### config.mk
export PLATFORM = sky130hd
export DESIGN_NAME = hbus_cs_timer
export DESIGN_NICKNAME = d
export VERILOG_FILES = /design/src/rtl/hbt_pkg.sv /design/src/rtl/hbt_cfg_decode.sv /design/src/rtl/hbt_cfg_hold.sv /design/src/rtl/hbt_ck_gen.sv /design/src/rtl/hbt_seq.sv /design/src/rtl/hbus_cs_timer.sv
export SDC_FILE = /design/constraint.sdc
export NUM_CORES = 1
export LEC_CHECK = 0
export BUFFER_PORTS_ARGS = -buffer_cell sky130_fd_sc_hd__buf_2
export CAP_MARGIN = 20
export CORE_MARGIN = 2
export CORE_UTILIZATION = 55
export CTS_BUF_LIST = sky130_fd_sc_hd__clkbuf_4
export DETAILED_ROUTE_END_ITERATION = 10
export PLACE_DENSITY_LB_ADDON = 0.3
export RECOVER_POWER = 100
export SYNTH_ARGS = -nofsm -noshare
export SYNTH_HDL_FRONTEND = slang
export SYNTH_SLANG_ARGS = --single-unit
### constraint.sdc
create_clock -name clk -period 3.7 [get_ports clk]
set_input_delay 0.74 -clock clk [delete_from_list [all_inputs] [get_ports clk]]
set_output_delay 0.74 -clock clk [all_outputs]
set_load 0.02 [all_outputs]
### src/rtl/hbt_pkg.sv
package hbt_pkg;
   localparam int CFG_W  = 32;
   localparam int SET_W  = 4;
   localparam int HLD_W  = 4;
   localparam int LAT_W  = 4;
   localparam int GAP_W  = 6;
   localparam int LOW_W  = 13;
   localparam int HALF_W = 3;
   localparam int CAP_W  = 7;
   localparam int CNT_W  = GAP_W;

   typedef enum logic [2:0] {
      PH_IDLE  = 3'd0,
      PH_SETUP = 3'd1,
      PH_CMD   = 3'd2,
      PH_LAT   = 3'd3,
      PH_DATA  = 3'd4,
      PH_HOLD  = 3'd5,
      PH_GAP   = 3'd6
   } phase_t;

   typedef struct packed {
      logic [SET_W-1:0]  setup;
      logic [LAT_W-1:0]  lat;
      logic [HLD_W-1:0]  hold;
      logic [GAP_W-1:0]  gap;
      logic [LOW_W-1:0]  maxlow;
      logic [HALF_W-1:0] half;
      logic [CAP_W-1:0]  cap;
   } timing_t;

   function automatic logic [LAT_W-1:0] lat_cycles(input logic [3:0] code);
      case (code)
         4'd0:    return 4'd5;
         4'd1:    return 4'd6;
         4'd2:    return 4'd7;
         4'd14:   return 4'd3;
         4'd15:   return 4'd4;
         default: return 4'd7;
      endcase
   endfunction
endpackage

### src/rtl/hbt_cfg_decode.sv
module hbt_cfg_decode
   import hbt_pkg::*;
(
   input  logic [CFG_W-1:0] cfg_word,
   output timing_t          tim
);
   logic unused_bits;
   assign unused_bits = ^{cfg_word[31:27], cfg_word[14]};

   always_comb begin
      tim.setup  = SET_W'({1'b0, cfg_word[1:0], 1'b1}) + SET_W'(2);
      tim.lat    = lat_cycles(cfg_word[5:2]);
      tim.hold   = HLD_W'({1'b0, cfg_word[7:6], 1'b1});
      tim.gap    = GAP_W'({1'b0, cfg_word[11:8], 1'b0}) + GAP_W'(2);
      tim.maxlow = LOW_W'({1'b0, cfg_word[26:16], 1'b0}) + LOW_W'(2);
      tim.half   = cfg_word[15] ? HALF_W'(4) : HALF_W'(2);
      case (cfg_word[13:12])
         2'd0:    tim.cap = CAP_W'(64);
         2'd1:    tim.cap = CAP_W'(32);
         2'd2:    tim.cap = CAP_W'(8);
         default: tim.cap = CAP_W'(16);
      endcase
   end
endmodule

### src/rtl/hbt_cfg_hold.sv
module hbt_cfg_hold
   import hbt_pkg::*;
#(
   parameter bit SNAP = 1'b1
)(
   input  logic    clk,
   input  logic    rst_n,
   input  logic    load,
   input  timing_t live,
   output timing_t held
);
   generate
      if (SNAP) begin : g_snap
         timing_t q;
         always_ff @(posedge clk or negedge rst_n) begin
            if (!rst_n)    q <= '0;
            else if (load) q <= live;
         end
         assign held = q;
      end else begin : g_live
         logic unused_ctl;
         assign unused_ctl = ^{clk, rst_n, load};
         assign held = live;
      end
   endgenerate
endmodule

### src/rtl/hbt_ck_gen.sv
module hbt_ck_gen
   import hbt_pkg::*;
(
   input  logic              clk,
   input  logic              rst_n,
   input  logic              run,
   input  logic              restart,
   input  logic [HALF_W-1:0] half,
   output logic              ck,
   output logic              tog
);
   logic [HALF_W-1:0] hcnt;
   logic              last_tick;

   assign last_tick = (hcnt == half - HALF_W'(1));
   assign tog       = run && last_tick;

   always_ff @(posedge clk or negedge rst_n) begin
      if (!rst_n) begin
         ck   <= 1'b0;
         hcnt <= '0;
      end else if (restart) begin
         ck   <= 1'b1;
         hcnt <= '0;
      end else if (run) begin
         if (last_tick) begin
            ck   <= ~ck;
            hcnt <= '0;
         end else begin
            hcnt <= hcnt + HALF_W'(1);
         end
      end else begin
         ck   <= 1'b0;
         hcnt <= '0;
      end
   end

   // inside a half the clock level does not move
   a_r3_half_steady: assert property (@(posedge clk) disable iff (!rst_n)
      (run && !restart && !tog) |=> $stable(ck));
endmodule

### src/rtl/hbt_seq.sv
module hbt_seq
   import hbt_pkg::*;
#(
   parameter int BEAT_W = 8
)(
   input  logic              clk,
   input  logic              rst_n,
   input  logic              start,
   input  logic [BEAT_W-1:0] beats,
   input  timing_t           tl,
   input  timing_t           th,
   input  logic              ck,
   input  logic              tog,
   output phase_t            st,
   output logic              ck_run,
   output logic              ck_restart,
   output logic              load,
   output logic              seg_start,
   output logic [BEAT_W-1:0] seg_off,
   output logic              beat_pulse,
   output logic              done
);
   localparam int NEED_W = LOW_W + 1;

   logic [CNT_W-1:0]  cnt;
   logic [LAT_W:0]    hrem;
   logic [LOW_W-1:0]  lo_cnt;
   logic [CAP_W-1:0]  seg_beats;
   logic [BEAT_W-1:0] sent;
   logic [BEAT_W-1:0] total;

   logic              cs_low;
   logic [BEAT_W-1:0] sent_nx;
   logic [CAP_W-1:0]  seg_nx;
   logic [NEED_W-1:0] need;
   logic              over, stop;

   assign cs_low     = (st == PH_SETUP) || (st == PH_CMD) || (st == PH_LAT) ||
                       (st == PH_DATA)  || (st == PH_HOLD);
   assign ck_run     = (st == PH_CMD) || (st == PH_LAT) || (st == PH_DATA);
   assign ck_restart = (st == PH_SETUP) && (cnt == '0);
   assign load       = (st == PH_IDLE) && start && (beats != '0);

   assign sent_nx = sent + BEAT_W'(1);
   assign seg_nx  = seg_beats + CAP_W'(1);
   assign need    = NEED_W'(lo_cnt) + NEED_W'(1) + NEED_W'({th.half, 1'b0}) +
                    NEED_W'(th.hold);
   assign over    = need > NEED_W'(th.maxlow);
   assign stop    = (sent_nx == total) || (seg_nx >= th.cap) || over;

   always_ff @(posedge clk or negedge rst_n) begin
      if (!rst_n) begin
         st         <= PH_IDLE;
         cnt        <= '0;
         hrem       <= '0;
         lo_cnt     <= '0;
         seg_beats  <= '0;
         sent       <= '0;
         total      <= '0;
         seg_off    <= '0;
         seg_start  <= 1'b0;
         beat_pulse <= 1'b0;
         done       <= 1'b0;
      end else begin
         seg_start  <= 1'b0;
         beat_pulse <= 1'b0;
         done       <= 1'b0;
         if (cs_low) lo_cnt <= lo_cnt + LOW_W'(1);
         case (st)
            PH_IDLE: begin
               if (load) begin
                  total     <= beats;
                  sent      <= '0;
                  seg_beats <= '0;
                  lo_cnt    <= '0;
                  cnt       <= CNT_W'(tl.setup) - CNT_W'(1);
                  seg_off   <= '0;
                  seg_start <= 1'b1;
                  st        <= PH_SETUP;
               end
            end
            PH_SETUP: begin
               if (cnt == '0) begin
                  hrem <= (LAT_W+1)'(5);
                  st   <= PH_CMD;
               end else begin
                  cnt <= cnt - CNT_W'(1);
               end
            end
            PH_CMD: begin
               if (tog) begin
                  if (hrem == '0) begin
                     hrem <= (LAT_W+1)'({th.lat, 1'b0}) - (LAT_W+1)'(1);
                     st   <= PH_LAT;
                  end else begin
                     hrem <= hrem - (LAT_W+1)'(1);
                  end
               end
            end
            PH_LAT: begin
               if (tog) begin
                  if (hrem == '0) st <= PH_DATA;
                  else            hrem <= hrem - (LAT_W+1)'(1);
               end
            end
            PH_DATA: begin
               if (tog && ck) begin
                  beat_pulse <= 1'b1;
                  sent       <= sent_nx;
                  seg_beats  <= seg_nx;
                  if (stop) begin
                     cnt <= CNT_W'(th.hold) - CNT_W'(1);
                     st  <= PH_HOLD;
                  end
               end
            end
            PH_HOLD: begin
               if (cnt == '0) begin
                  cnt <= CNT_W'(th.gap) - CNT_W'(1);
                  if (sent == total) done <= 1'b1;
                  st  <= PH_GAP;
               end else begin
                  cnt <= cnt - CNT_W'(1);
               end
            end
            PH_GAP: begin
               if (cnt == '0) begin
                  if (sent != total) begin
                     seg_beats <= '0;
                     lo_cnt    <= '0;
                     cnt       <= CNT_W'(th.setup) - CNT_W'(1);
                     seg_off   <= sent;
                     seg_start <= 1'b1;
                     st        <= PH_SETUP;
                  end else begin
                     st <= PH_IDLE;
                  end
               end else begin
                  cnt <= cnt - CNT_W'(1);
               end
            end
            default: st <= PH_IDLE;
         endcase
      end
   end

   // completion is a single-tick pulse
   a_r10_done_single: assert property (@(posedge clk) disable iff (!rst_n)
      done |=> !done);
   // a segment with more than one beat never outlasts the low-time limit
   a_r7_low_limit: assert property (@(posedge clk) disable iff (!rst_n)
      (st == PH_HOLD && cnt == '0 && seg_beats > CAP_W'(1)) |->
      (NEED_W'(lo_cnt) + NEED_W'(1) <= NEED_W'(th.maxlow)));
   // the data phase never runs past the burst group
   a_r8_burst_cap: assert property (@(posedge clk) disable iff (!rst_n)
      (st == PH_DATA) |-> (seg_beats < th.cap));
   // the bus clock rests low through the hold time
   a_r5_hold_ck_low: assert property (@(posedge clk) disable iff (!rst_n)
      (st == PH_HOLD) |-> !ck);
   // a zero-beat request leaves the sequencer idle
   a_r11_zero_ignored: assert property (@(posedge clk) disable iff (!rst_n)
      (st == PH_IDLE && start && beats == '0) |=> (st == PH_IDLE));
endmodule

### src/rtl/hbus_cs_timer.sv
module hbus_cs_timer
   import hbt_pkg::*;
#(
   parameter int BEAT_W   = 8,
   parameter bit SNAP_CFG = 1'b1
)(
   input  logic              clk,
   input  logic              rst_n,
   input  logic [31:0]       cfg,
   input  logic              start,
   input  logic [BEAT_W-1:0] beats,
   output logic              cs_n,
   output logic              ck,
   output logic [2:0]        phase,
   output logic              busy,
   output logic              done,
   output logic              seg_start,
   output logic [BEAT_W-1:0] seg_off,
   output logic              beat_pulse
);
   generate
      if (BEAT_W < 2 || BEAT_W > 16) begin : g_bad_beat_w
         $error("hbus_cs_timer: BEAT_W must lie in 2..16");
      end
   endgenerate

   timing_t tim_live, tim_held;
   phase_t  st;
   logic    ck_run, ck_restart, load, tog;

   hbt_cfg_decode u_dec (
      .cfg_word (cfg),
      .tim      (tim_live)
   );

   hbt_cfg_hold #(.SNAP(SNAP_CFG)) u_hold (
      .clk   (clk),
      .rst_n (rst_n),
      .load  (load),
      .live  (tim_live),
      .held  (tim_held)
   );

   hbt_ck_gen u_ck (
      .clk     (clk),
      .rst_n   (rst_n),
      .run     (ck_run),
      .restart (ck_restart),
      .half    (tim_held.half),
      .ck      (ck),
      .tog     (tog)
   );

   hbt_seq #(.BEAT_W(BEAT_W)) u_seq (
      .clk        (clk),
      .rst_n      (rst_n),
      .start      (start),
      .beats      (beats),
      .tl         (tim_live),
      .th         (tim_held),
      .ck         (ck),
      .tog        (tog),
      .st         (st),
      .ck_run     (ck_run),
      .ck_restart (ck_restart),
      .load       (load),
      .seg_start  (seg_start),
      .seg_off    (seg_off),
      .beat_pulse (beat_pulse),
      .done       (done)
   );

   assign cs_n  = (st == PH_IDLE) || (st == PH_GAP);
   assign busy  = (st != PH_IDLE);
   assign phase = st;

   // no clock activity while chip-select is released
   a_r3_ck_idle: assert property (@(posedge clk) disable iff (!rst_n)
      cs_n |-> !ck);
   // the idle phase code always reads as not busy
   a_r1_idle_quiet: assert property (@(posedge clk) disable iff (!rst_n)
      (phase == 3'd0) |-> (!busy && !done && cs_n));
endmodule

# Word level (Yosys, flattened, before mapping)

Cells that the tools add are included.

Flip-flop bits (word level): 105
Latch bits: 0
Memory bits (writable): 0
ROM bits: 0
Input bits: 43
Output and inout bits: 17
Memories: 0

Add/subtract/negate cells: 18
$mul: 0
Divide/modulo/power cells: 0
Magnitude comparators: 2
Eq/ne operators: 30
Shift operators: 0
Multiplexer cells: 60
Bitwise logic cells: 1
Reduce and logical (&&, ||, !) cells: 33

Operators by type and width:

| kind                                                   | count |
|---|---|
| 2-to-1 mux 13 bit                                      | 4 |
| 2-to-1 mux 3 bit                                       | 14 |
| 2-to-1 mux 6 bit                                       | 7 |
| one-hot mux 7 bit (3 select lines)                     | 2 |
| 2-to-1 mux 8 bit                                       | 4 |
| one-hot mux 8 bit (2 select lines)                     | 2 |
| one-hot mux 6 bit (5 select lines)                     | 1 |
| 2-to-1 mux 7 bit                                       | 4 |
| one-hot mux 13 bit (2 select lines)                    | 1 |
| 2-to-1 mux 5 bit                                       | 5 |
| one-hot mux 3 bit (7 select lines)                     | 1 |
| equality test 8 bit                                    | 2 |
| inequality test 2 bit (second input constant)          | 8 |
| one-hot mux 5 bit (3 select lines)                     | 1 |
| adder 13 x 1 -> 14 bit (second input constant)         | 1 |
| adder 14 x 3 -> 14 bit                                 | 1 |
| adder 14 x 4 -> 14 bit                                 | 1 |
| greater-than comparator 14 x 13 -> 1 bit               | 1 |
| adder 12 x 2 -> 13 bit (second input constant)         | 1 |
| adder 13 x 1 -> 13 bit (second input constant)         | 1 |
| 2-to-1 mux 1 bit                                       | 12 |
| one-hot mux 3 bit (4 select lines)                     | 1 |
| subtractor 6 x 1 -> 6 bit (second input constant)      | 2 |
| inequality test 2 x 1 -> 1 bit (second input constant) | 5 |
| 39 further kinds                                       | 62 |

# Longest topological paths before layout

Gate-level depths: netlist of the first run.

Depth in word-level cells: 9
Depth in mapped cells: 17
Depth with buffers taken out: 17

# By module

Synthesis of the first run repeated with hierarchy kept, for this count alone.

Cell total of the unflattened synthesis: 705
Area, all modules: 7,058.0 um^2

By module, submodules not included:

| module         | instances | cells each | area each (um^2) | seq. area each (um^2) |
|---|---|---|---|---|
| hbt_seq        | 1         | 530        | 4,615.7          | 1,526.5 |
| hbt_cfg_hold   | 1         | 87         | 1,729.2          | 1,026.0 |
| hbt_cfg_decode | 1         | 62         | 436.7            | 0.0 |
| hbt_ck_gen     | 1         | 23         | 257.7            | 100.1 |
| hbus_cs_timer  | 1         | 3          | 18.8             | 0.0 |

# Worst setup path before layout of the first run

Ideal clock, no wire load.

Path type: register to register
Start: reg u_hold.g_snap.q (netlist bit u_hold.held[8])
End: reg u_seq.cnt[1]
Arrival time: 3.704 ns
Required time: 3.575 ns
Path slack: -0.129 ns
Cell stages (with the launch flop): 18
Path buffers: 0
Clock period less this slack: 3.829 ns
Path through: dfrtp_1 -> inv_1 -> fa_1 -> inv_1 -> ha_1 -> a21o_1 -> a21oi_1 -> nor2b_1 -> o21ai_0 -> nor2_1 -> xor2_1 -> ha_1 -> a21oi_1 -> nand2_1 -> a41oi_1 -> o211ai_1 -> o21ai_2 -> mux2_4

Longest elaborated chain between the ends: 6
Elaborated cells on any way between the ends: 11
Classes of those cells: 3 x add/sub; 1 x order compare; 3 x eq/ne; 4 x reduce/logical

RTL lines:

| element                                                                                         | line                            | text |
|---|---|---|
| start: declaration                                                                              | hbt_cfg_hold.sv:14              | `timing_t q;` |
| start signal: assignment                                                                        | hbt_cfg_hold.sv:17              | `else if (load) q <= live;` |
| adder 14 x 4 -> 14 bit / subtractor 3 x 1 -> 3 bit (equally long branches)                      | hbt_seq.sv:46, hbt_ck_gen.sv:15 |  |
| adder 14 x 3 -> 14 bit / equality test 3 bit (equally long branches)                            | hbt_seq.sv:46, hbt_ck_gen.sv:15 |  |
| greater-than comparator 14 x 13 -> 1 bit / logical AND 1 bit (equally long branches)            | hbt_seq.sv:48, hbt_ck_gen.sv:16 |  |
| logical OR 1 bit / logical AND 1 bit (equally long branches)                                    | hbt_seq.sv:49, hbt_seq.sv:107   |  |
| inequality test 2 x 1 -> 1 bit (no source line) / inequality test 2 bit (equally long branches) | n/a                             |  |
| AND reduction 6 bit (no source line) *                                                          | n/a                             |  |
| end signal: assignment                                                                          | hbt_seq.sv:76                   | `cnt <= CNT_W'(tl.setup) - CNT_W'(1);` |
| end signal: assignment                                                                          | hbt_seq.sv:87                   | `cnt <= cnt - CNT_W'(1);` |
| end signal: assignment                                                                          | hbt_seq.sv:112                  | `cnt <= CNT_W'(th.hold) - CNT_W'(1);` |
| end: declaration                                                                                | hbt_seq.sv:25                   | `logic [CNT_W-1:0] cnt;` |

Mark *: on every way between the ends. The rest lies on a longest branch, timed or not.
A chain may end at the register's enable or synchronous reset.

# Final worst setup path of the first run

Start: reg u_hold.g_snap.q (netlist bit u_hold.held[8])
End: reg u_seq.cnt[5]

The elaborated chain is that of the path after synthesis.

==> results.yml, run 1 <==
outcome:
  status: "finished with violations"
  violations: "max-capacitance violations, max-slew violations, negative setup slack"
drt:
  wl_met1_um: 6170
  dr.max_layer_used: "met4"
  routed_wl_um: 13700
  wl_met3_um: 596
  drt-initial-drc-count: 253
  via_count: 5051
  wl_met2_um: 6650
  routed_via_density: 5.73
  drt-pass1-iter-count: 4
  ant_nets: 0
  wl_per_cell_um: 15.6
  drcViolationCount: 0
synthesis:
  yosys_warnings: 0
  synth_fp_nets: 745
  async_reset_ff_share_pct: 100
  avgSynthCellArea_um2: 9.05
  netlist_area_mm2: 0.00601
  synth_cell_types: 62
  synth_flop_cell: "dfrtp_1"
  ys_seq_elements: 97
  synthCells: 664
  yosysSeqAreaShare_pct: 40.4
  synth-edff-count: 0
power_and_ir_drop:
  ir_worst_vdd_v: 0.000328
  leakage_nw: 3.10
  powerDensity_mw_per_mm2: 722
  total_power_w: 0.00487
setup_path:
  crit_type: "flip-flop to flip-flop"
  slowest_stage: "fa_2"
  crit_family: "adder cells"
  crit_arrival_ps: 4320
  crit_buf_inv: 4
  cp_cell_sequence: "inv_2 > fa_2 > inv_2 > ha_4 > a21o_1 > a21oi_2 > nor2b_2 > o21ai_2 > nor2_1 > xor2_1 > ha_1 > a21oi_2 > nand2_1 > a41oi_2 > o211ai_1 > buf_4 > o21ai_2 > buf_6 > mux2_4"
  endpoint_kind: "flip-flop"
  required_ps: 4080
  slowest_delay_ps: 600
  startpoint_type: "flip-flop"
  crit_path_max_fanout: 5
timing:
  finalCriticalPeriod_ps: 3940
  rsz0062_at_grt: "yes"
  finalClockSkew_ps: 11.7
  timing.final.crit_share_pct: 106
  layout_setup_ws_ps: -239
  setup_viol: 7
  relSlewSlack_pct: -91.1
  fin_hold_ws_ps: 466
  report.final.hold_viol_count: 0
  worst_pin_slew_ps: 2870
  maxSlewViolCount: 52
  max_freq_mhz: 254
final_layout:
  area_delta_synth_final_pct: 12.2
  nNetsFinal: 818
  layout-drive-gt1-share_pct: 15.8
  layout_commonest_cell: "dfrtp_1"
  diodes: 0
  layout.cells.most_common_list: "dfrtp_1 (97), nand2_1 (86), o21ai_0 (63), nor2_1 (49), inv_1 (42)"
  stdcell_count: 881
  fin_area_mm2: 0.00674
hold_path:
  min_path_type: "input port to flip-flop"
cts:
  path_clk_slew_ps: 140
  numCtsBuffers: 9
  clk_latency_ps: 480
  clk_path_buf_depth: 2
  cts_tree: "built"
  cts_sinks: 97
  htreeDepth: 3
  root_buffer: "clkbuf_4"
global_route:
  grt_max_degree: 52
  grt_pass1_vias: 4944
  grt_pass1_wl_um: 23000
  track_usage_pct: 25.1
  antenna_found_initial: 0
  overflow: 0
floorplanning:
  fp.dieW_um: 109
  rows: 38
  core_mm2: 0.0107
  start_util_pct: 55.9
  io_pins: 60
  die_area_mm2: 0.0118
  die_h_um: 109
placement:
  hpwl_um: 9940
  placed_cell_area_mm2: 0.00652
  dp.cells: 855
  port_buffers: 53
  gp_congestion: 0.898
run:
  drv_cap: 1
[worst register-to-register path: stages, from the launching register on]
cell      delay, ps
dfrtp_1         390
inv_2            50
fa_2            600
inv_2            60
ha_4            230
a21o_1          180
a21oi_2         170
nor2b_2          70
o21ai_2         150
nor2_1           70
xor2_1          180
ha_1            370
a21oi_2         200
nand2_1         110
a41oi_2         170
o211ai_1        110
buf_4           170
o21ai_2         120
buf_6           140
mux2_4          300
[layout make-up]
type / count / area [µm²]
fill: 946 / 4000
multi-input combinational: 498 / 3370
sequential: 97 / 2430
timing repair buffer: 85 / 469
tap: 140 / 175
inverter: 46 / 173
clock buffer: 9 / 67.6
clock inverter: 6 / 60.1
[cell usage after synthesis (all sizes together), types with 10 or more instances]
library cell,number,share of area [%]
o21ai,67,5.8
ha,36,7.5
mux2,13,2.7
inv,46,2.9
nor2,49,3.1
xnor2,37,5.4
nand2,86,5.4
nand4,13,1.5
a21oi,26,2.2
nor3,11,0.92
and3,10,1.0
dfrtp,97,40
nand3,25,2.1
xor2,29,4.2
clkbuf,17,1.1
[through the flow]
step	setup WS [ps]	util, %	TNS, ps
floorplan	14.6	-	0
global placement	-97.4	60.7	-504
detailed placement	-225	60.7	-1460
CTS	-194	62.7	-1240
global route	-386	62.8	-2620
finish	-239	62.8	-1590
[cell families after synthesis]
family / count (synthesis) / share of synthesized area [%]
buffers and inverters: 69 / 4.50
AOI/OAI and AO/OA: 144 / 15.0
DFF: 97 / 40.4
xor gates and xnor gates: 67 / 9.99
adders and majority gates: 38 / 8.16
muxes: 18 / 3.52
and+or+nand+nor: 231 / 18.4
[worst paths after layout]
check	start	endpoint	slack, ps	depth (start not counted)
worst max-delay path	u_hold.held[8]$_DFFE_PN0P_	u_seq.cnt[5]$_DFFE_PN0P_	-240	19
min in group asynchronous	rst_n	u_hold.held[25]$_DFFE_PN0P_	1150	1
worst min register to register	u_seq.seg_off[5]$_DFFE_PN0P_	u_seq.seg_off[5]$_DFFE_PN0P_	500	2
worst min-delay path	cfg[16]	u_hold.held[11]$_DFFE_PN0P_	470	2
worst max register to register	u_hold.held[8]$_DFFE_PN0P_	u_seq.cnt[5]$_DFFE_PN0P_	-240	19
max in group asynchronous	rst_n	u_seq.seg_beats[3]$_DFFE_PN0P_	770	2
[power breakdown]
group / total (W) / switching [W] / internal (W)
Clock: 0.000567 / 0.000368 / 0.000199
Combinational: 0.00262 / 0.00146 / 0.00116
Sequential: 0.00168 / 0.000306 / 0.00137
[registers in the layout, indices dropped and copies added (netlist names)]
register,cells
u_seq.done,1
u_seq.lo_cnt,13
u_seq.seg_start,1
u_seq.sent,8
u_seq.seg_beats,7
u_seq.cnt,6
u_hold.held,32
u_seq.seg_off,8
u_seq.st,3
u_ck.hcnt,3
u_ck.ck,1
u_seq.hrem,5
u_seq.total,8
u_seq.beat_pulse,1
[metal layers]
metal	GRT usage [%]	vias up
met1	33.2	2434
li1	-	2465
met3	4.04	25
met4	9.98	0
met2	41.2	127
met5	0	-
[what timing repair did]
action / 4_1_cts / 5_1_grt
pin swaps: 13 / 13
buffers inserted: 7 / 4
resized for setup: 9 / 7
hold buffers: 0 / 0
setup endpoints to repair: 7 / 7
Power figures use the tool's default switching activity.
==> run 2: changes to the inputs <==
Settings changed: ABC_AREA set to 1, CAP_MARGIN 20 to 15.
==> results.yml, run 2 <==
outcome:
  status: "finished with violations"
  violations: "max-capacitance violations, max-slew violations"
global_route:
  grt_pass1_wl_um: 23000
  grt_pass1_vias: 5084
  top_usage_layer: "met2"
  overflow: 0
  grt_max_degree: 44
  gr-usage-met2_pct: 37.5
  track_usage_pct: 22.9
  grt_use_met3_pct: 2.84
  met1_usage_pct: 31.6
  antenna_found_initial: 0
cts:
  cts_sinks: 97
  postCtsHoldBufs: 0
  clk_path_buf_depth: 2
  htreeDepth: 3
  numCtsBuffers: 9
  cts_tree: "built"
  clk_latency_ps: 480
  path_clk_slew_ps: 150
  root_buffer: "clkbuf_4"
synthesis:
  synth_flop_cell: "dfrtp_1"
  synth_fp_nets: 914
  yosysSeqAreaShare_pct: 38.6
  synthCells: 833
  yosysTopAreaCellShare_pct: 38.6
  synth_area_leaders: "dfrtp_1 (39%), nand2_1 (15%), ha_1 (7.2%)"
  synth_largest_area_cell: "dfrtp_1"
  yosys_warnings: 0
  synthMostInstantiatedCell: "nand2_1"
  avgSynthCellArea_um2: 7.55
  synth-edff-count: 0
  ys_top_cells_by_count: "nand2_1 (246), inv_1 (98), dfrtp_1 (97)"
  synth_cell_types: 47
  netlist_area_mm2: 0.00629
  async_reset_ff_share_pct: 100
  ys_seq_elements: 97
placement:
  dp_slack_ps: 6.32
  port_buffers: 53
  placed_cell_area_mm2: 0.00668
  gp_congestion: 0.897
  hpwl_um: 10300
timing:
  max_freq_mhz: 294
  finalCriticalPeriod_ps: 3400
  relSlewSlack_pct: -19.1
  finalClockSkew_ps: 13.2
  rsz0062_at_grt: "no"
  timing.final.crit_share_pct: 92.0
  finalSetupTns_ps: 0
  setup_viol: 0
  layout_setup_ws_ps: 297
  maxSlewViolCount: 33
  report.final.hold_viol_count: 0
  worst_pin_slew_ps: 1790
floorplanning:
  start_util_pct: 55.8
  core_mm2: 0.0113
  die_area_mm2: 0.0123
  die_h_um: 111
  rows: 39
  fp.dieW_um: 111
  io_pins: 60
setup_path:
  slowest_stage: "fa_2"
  crit_arrival_ps: 3830
  crit_type: "flip-flop to flip-flop"
  endpoint_kind: "flip-flop"
  crit_path_max_fanout: 6
  startpoint_type: "flip-flop"
  ff2ff_setup_slack_ps: 300
  cp_cell_sequence: "inv_2 > fa_2 > fa_2 > inv_1 > nand2_1 > nand2_1 > nand2_1 > nor3_2 > buf_4 > xor2_1 > ha_1 > nand2_1 > nor2_1 > nand2_1 > nand3_1 > nand2_1 > nand3_1 > nand2_2 > nand3_4 > nand2_4 > nand2_1 > nand2_1"
  cpMostUsedCell: "nand2_1"
  rr_worst_depth: 22
  slowest_delay_ps: 480
  timing.rr.start: "u_hold.held[31]$_DFFE_PN0P_"
  r2r_end: "u_seq.cnt[0]$_DFFE_PN0P_"
  required_ps: 4130
hold_path:
  hold_depth: 2
  whs_endpoint: "u_hold.held[6]$_DFFE_PN0P_"
  worstHoldStart: "cfg[13]"
  min_path_type: "input port to flip-flop"
run:
  drv_cap: 1
final_layout:
  largest_reg_flops: 32
  multi_input_area_mm2: 0.00333
  fin_area_mm2: 0.00683
  nNetsFinal: 971
  layout-drive-gt1-share_pct: 10.6
  diodes: 0
  fillers: 1038
  layout_commonest_cell: "nand2_1"
  regArea_mm2: 0.00243
  layout.cells.most_common_list: "nand2_1 (247), inv_1 (100), dfrtp_1 (97), nor2_1 (67), nand3_1 (64)"
  area_delta_synth_final_pct: 8.62
power_and_ir_drop:
  leakage_nw: 3.54
  ir_worst_vdd_v: 0.000455
  powerDensity_mw_per_mm2: 708
drt:
  wl_per_cell_um: 13.1
  drt-pass1-iter-count: 4
  via_count: 5332
  drt-initial-drc-count: 445
  ant_nets: 0
  drcViolationCount: 0
  routed_via_density: 5.14
  routed_wl_um: 13600
## run 2: cell types whose count changed in the layout (fill, tap and decap cells not counted), moves of 10 or more
cell and delta:
buf_4 -17, xnor2_1 -18, nor2_1 +18, nand2_1 +161, a21oi_1 -10, inv_1 +58
nand3_1 +41
## run 2: stage by stage
stage | util [%] | hold WS, ps | std cells | total power, W
after floorplan | - | 426 | 833 | 0.00358
after global placement | 59.3 | 460 | 1018 | 0.00409
after detailed placement | 59.3 | 459 | 1018 | 0.00415
after CTS | 61.0 | 166 | 1034 | 0.00488
after global routing | 60.6 | 459 | 1038 | 0.00533
final | 60.6 | 453 | 1038 | 0.00483
## run 2: cell families after synthesis
logic type	Yosys count	share of synthesized area, %
adders and majority gates	38	7.80
buffers and inverters	125	8.24
and+or+nand+nor	434	30.4
DFF	97	38.6
xor gates and xnor gates	54	7.52
AOI/OAI and AO/OA	85	7.48
## run 2: routing by layer
layer	share of wire (%)	wire, µm	vias up
met1	48	6580	2446
met2	46	6310	106
met4	1.6	214	0
met5	0	0	-
li1	-	-	2762
met3	3.8	521	18
## run 2: worst max-delay path by stage
stage	startpoint	end	slack, ps
after floorplan	u_hold.held[31]$_DFFE_PN0P_	u_seq.cnt[1]$_DFFE_PN0P_	380
after global placement	u_hold.held[31]$_DFFE_PN0P_	u_seq.cnt[0]$_DFFE_PN0P_	60
after detailed placement	u_hold.held[31]$_DFFE_PN0P_	u_seq.cnt[0]$_DFFE_PN0P_	6
after CTS	u_hold.held[8]$_DFFE_PN0P_	u_seq.cnt[0]$_DFFE_PN0P_	80
after global routing	u_hold.held[8]$_DFFE_PN0P_	u_seq.st[2]$_DFFE_PN0P_	3
final	u_hold.held[31]$_DFFE_PN0P_	u_seq.cnt[0]$_DFFE_PN0P_	300
## run 2: where the power goes
| group | internal (W) | total (W) | leakage, nW | switching (W) |
|---|---|---|---|---|
| Combinational | 0.000930 | 0.00251 | 2.18 | 0.00158 |
| Clock | 0.000346 | 0.000715 | 0.0940 | 0.000368 |
| Sequential | 0.00137 | 0.00161 | 1.26 | 0.000244 |
| Total | 0.00264 | 0.00483 | 3.54 | 0.00219 |
## run 2: cell type report
class                           instances  area share (%)
Clock inverter                          6            1.56
Inverter                              105            5.79
Sequential cell                        97            35.5
Multi-Input combinational cell        612            48.7
Timing Repair Buffer                   65            4.71
Tap cell                              143            2.62
Clock buffer                           10            1.10
## run 2: critical path: cells and delay by family, from the launching register on
family / cells / cell delay (ps)
simple gates: 15 / 1310
buf+inv: 3 / 290
flops: 1 / 420
fa+ha+maj: 3 / 1160
xor+xnor: 1 / 170
## run 2: what timing repair did
action,in CTS,in global routing
endpoints found under the hold margin,0,0
pin swaps,0,6
resized for setup,1,12
setup buffers,0,3
gates cloned,0,1
setup endpoints to repair,4,9
==> run 3: changes to the inputs <==
Settings changed: MAX_ROUTING_LAYER set to met4.
==> results.yml, run 3 (same netlist as run 2, synthesis figures left out) <==
outcome:
  status: "finished with violations"
  violations: "max-capacitance violations, max-slew violations"
timing:
  report.final.hold_viol_count: 0
  finalSetupTns_ps: 0
  finalClockSkew_ps: 13.1
  finalCriticalPeriod_ps: 3400
  maxSlewViolCount: 33
  rsz0062_at_grt: "no"
  worst_pin_slew_ps: 1780
  setup_viol: 0
  relSlewSlack_pct: -18.7
  layout_setup_ws_ps: 298
  max_freq_mhz: 294
  timing.final.crit_share_pct: 92.0
cts:
  numCtsBuffers: 9
  cts_tree: "built"
  postCtsHoldBufs: 0
  path_clk_slew_ps: 150
  clk_path_buf_depth: 2
  clk_latency_ps: 480
  root_buffer: "clkbuf_4"
  htreeDepth: 3
  cts_sinks: 97
floorplanning:
  die_area_mm2: 0.0123
  core_mm2: 0.0113
  die_h_um: 111
  rows: 39
  start_util_pct: 55.8
  io_pins: 60
  fp.dieW_um: 111
final_layout:
  layout-drive-gt1-share_pct: 10.6
  area_delta_synth_final_pct: 8.62
  layout_commonest_cell: "nand2_1"
  largest_reg_flops: 32
  layout.cells.most_common_list: "nand2_1 (247), inv_1 (100), dfrtp_1 (97), nor2_1 (67), nand3_1 (64)"
  final_core_util_pct: 60.6
  regArea_mm2: 0.00243
  diodes: 0
  multi_input_area_mm2: 0.00333
  fillers: 1038
  nNetsFinal: 971
setup_path:
  startpoint: "u_hold.held[31]$_DFFE_PN0P_"
  crit_arrival_ps: 3830
  required_ps: 4130
  startpoint_type: "flip-flop"
  crit_cells: 22
  cp_cell_sequence: "inv_2 > fa_2 > fa_2 > inv_1 > nand2_1 > nand2_1 > nand2_1 > nor3_2 > buf_4 > xor2_1 > ha_1 > nand2_1 > nor2_1 > nand2_1 > nand3_1 > nand2_1 > nand3_1 > nand2_2 > nand3_4 > nand2_4 > nand2_1 > nand2_1"
  r2r_end: "u_seq.cnt[0]$_DFFE_PN0P_"
  slowest_delay_ps: 480
  ff2ff_setup_slack_ps: 300
  endpoint_kind: "flip-flop"
  rr_worst_depth: 22
  timing.rr.start: "u_hold.held[31]$_DFFE_PN0P_"
  cp-endpoint: "u_seq.cnt[0]$_DFFE_PN0P_"
  cpMostUsedCell: "nand2_1"
  crit_family: "simple AND/OR/NAND/NOR gates"
  crit_path_max_fanout: 6
  crit_type: "flip-flop to flip-flop"
  slowest_stage: "fa_2"
  crit_buf_inv: 3
drt:
  ant_nets: 0
  routed_via_density: 5.15
  wl_per_cell_um: 13.1
  drt-pass1-iter-count: 8
  drcViolationCount: 0
  drt-initial-drc-count: 404
  via_count: 5348
  routed_wl_um: 13600
placement:
  hpwl_um: 10300
  port_buffers: 53
  dp_slack_ps: 6.32
  gp_congestion: 0.912
global_route:
  grt_pass1_wl_um: 23000
  track_usage_pct: 23.6
  grt_max_degree: 44
  overflow: 0
  grt_pass1_vias: 5083
  antenna_found_initial: 0
power_and_ir_drop:
  leakage_nw: 3.54
  p_seq_share_pct: 33.3
  p_int_w: 0.00264
  powerDensity_mw_per_mm2: 708
  p_clk_share_pct: 14.8
  ir_worst_vdd_v: 0.000453
  combPwrFrac_pct: 51.9
  swShare_pct: 45.4
  p_switching_w: 0.00219
hold_path:
  min_path_type: "input port to flip-flop"
  hold_depth: 2
run:
  drv_cap: 1
## run 3: cell counts in the layout (fill, tap and decap cells not counted)
No cell type changed its count.
## run 3: routing by layer
layer  part of all wire (%)  vias to the layer above  wire [µm]  global-route usage [%]
met5                      0                        -          0                       -
met4                    1.9                        0        257                    8.25
met3                    3.9                       20        534                    2.84
met2                     46                      108       6270                    37.4
met1                     48                     2453       6560                    31.7
li1                       -                     2767          -                       -
## run 3: power groups by stage
| stage | clock network (W) | logic [W] | registers (W) |
|---|---|---|---|
| floorplan | 0 | 0.00199 | 0.00158 |
| global placement | 0 | 0.00246 | 0.00163 |
| detailed placement | 0 | 0.00251 | 0.00164 |
| CTS | 0.000729 | 0.00253 | 0.00162 |
| global route | 0.000775 | 0.00290 | 0.00165 |
| finish | 0.000716 | 0.00251 | 0.00161 |
## run 3: cell type report
type,count,share of cell area [%]
tap,143,2.62
inverter,105,5.79
clock inverter,6,1.56
sequential,97,35.5
clock buffer,10,1.10
multi-input combinational,612,48.7
timing repair buffer,65,4.71
## run 3: through the flow
| step | cells | power, W | hold slack, ps | cell area, µm² |
|---|---|---|---|---|
| floorplan | 833 | 0.00358 | 426 | 6290 |
| global placement | 1018 | 0.00409 | 460 | 6680 |
| detailed placement | 1018 | 0.00415 | 459 | 6680 |
| CTS | 1034 | 0.00488 | 166 | 6870 |
| global route | 1038 | 0.00533 | 459 | 6830 |
| finish | 1038 | 0.00483 | 454 | 6830 |
## run 3: what timing repair did
item,CTS,global route
buffers inserted,0,3
endpoints found under the setup margin,4,9
gates resized for setup,1,12
pin swaps,0,6
cloned,0,1
## run 3: worst reg2reg max path: stages, from the launching register on
cell and delay [ps]:
dfrtp_1 420, inv_2 90, fa_2 480, fa_2 410, inv_1 60, nand2_1 40
nand2_1 50, nand2_1 80, nor3_2 150, buf_4 150, xor2_1 170, ha_1 270
nand2_1 120, nor2_1 70, nand2_1 50, nand3_1 60, nand2_1 60, nand3_1 80
nand2_2 150, nand3_4 150, nand2_4 140, nand2_1 60, nand2_1 60
## run 3: worst min path at each step
stage	endpoint	start
4_1_cts	u_seq.lo_cnt[3]$_DFF_PN0_	rst_n
5_1_grt	u_hold.held[6]$_DFFE_PN0P_	cfg[13]
3_5_place_dp	u_ck.hcnt[0]$_DFF_PN0_	u_ck.hcnt[0]$_DFF_PN0_
3_3_place_gp	u_seq.seg_off[6]$_DFFE_PN0P_	u_seq.seg_off[6]$_DFFE_PN0P_
2_1_floorplan	u_ck.hcnt[0]$_DFF_PN0_	u_ck.hcnt[0]$_DFF_PN0_
6_report	u_hold.held[6]$_DFFE_PN0P_	cfg[13]
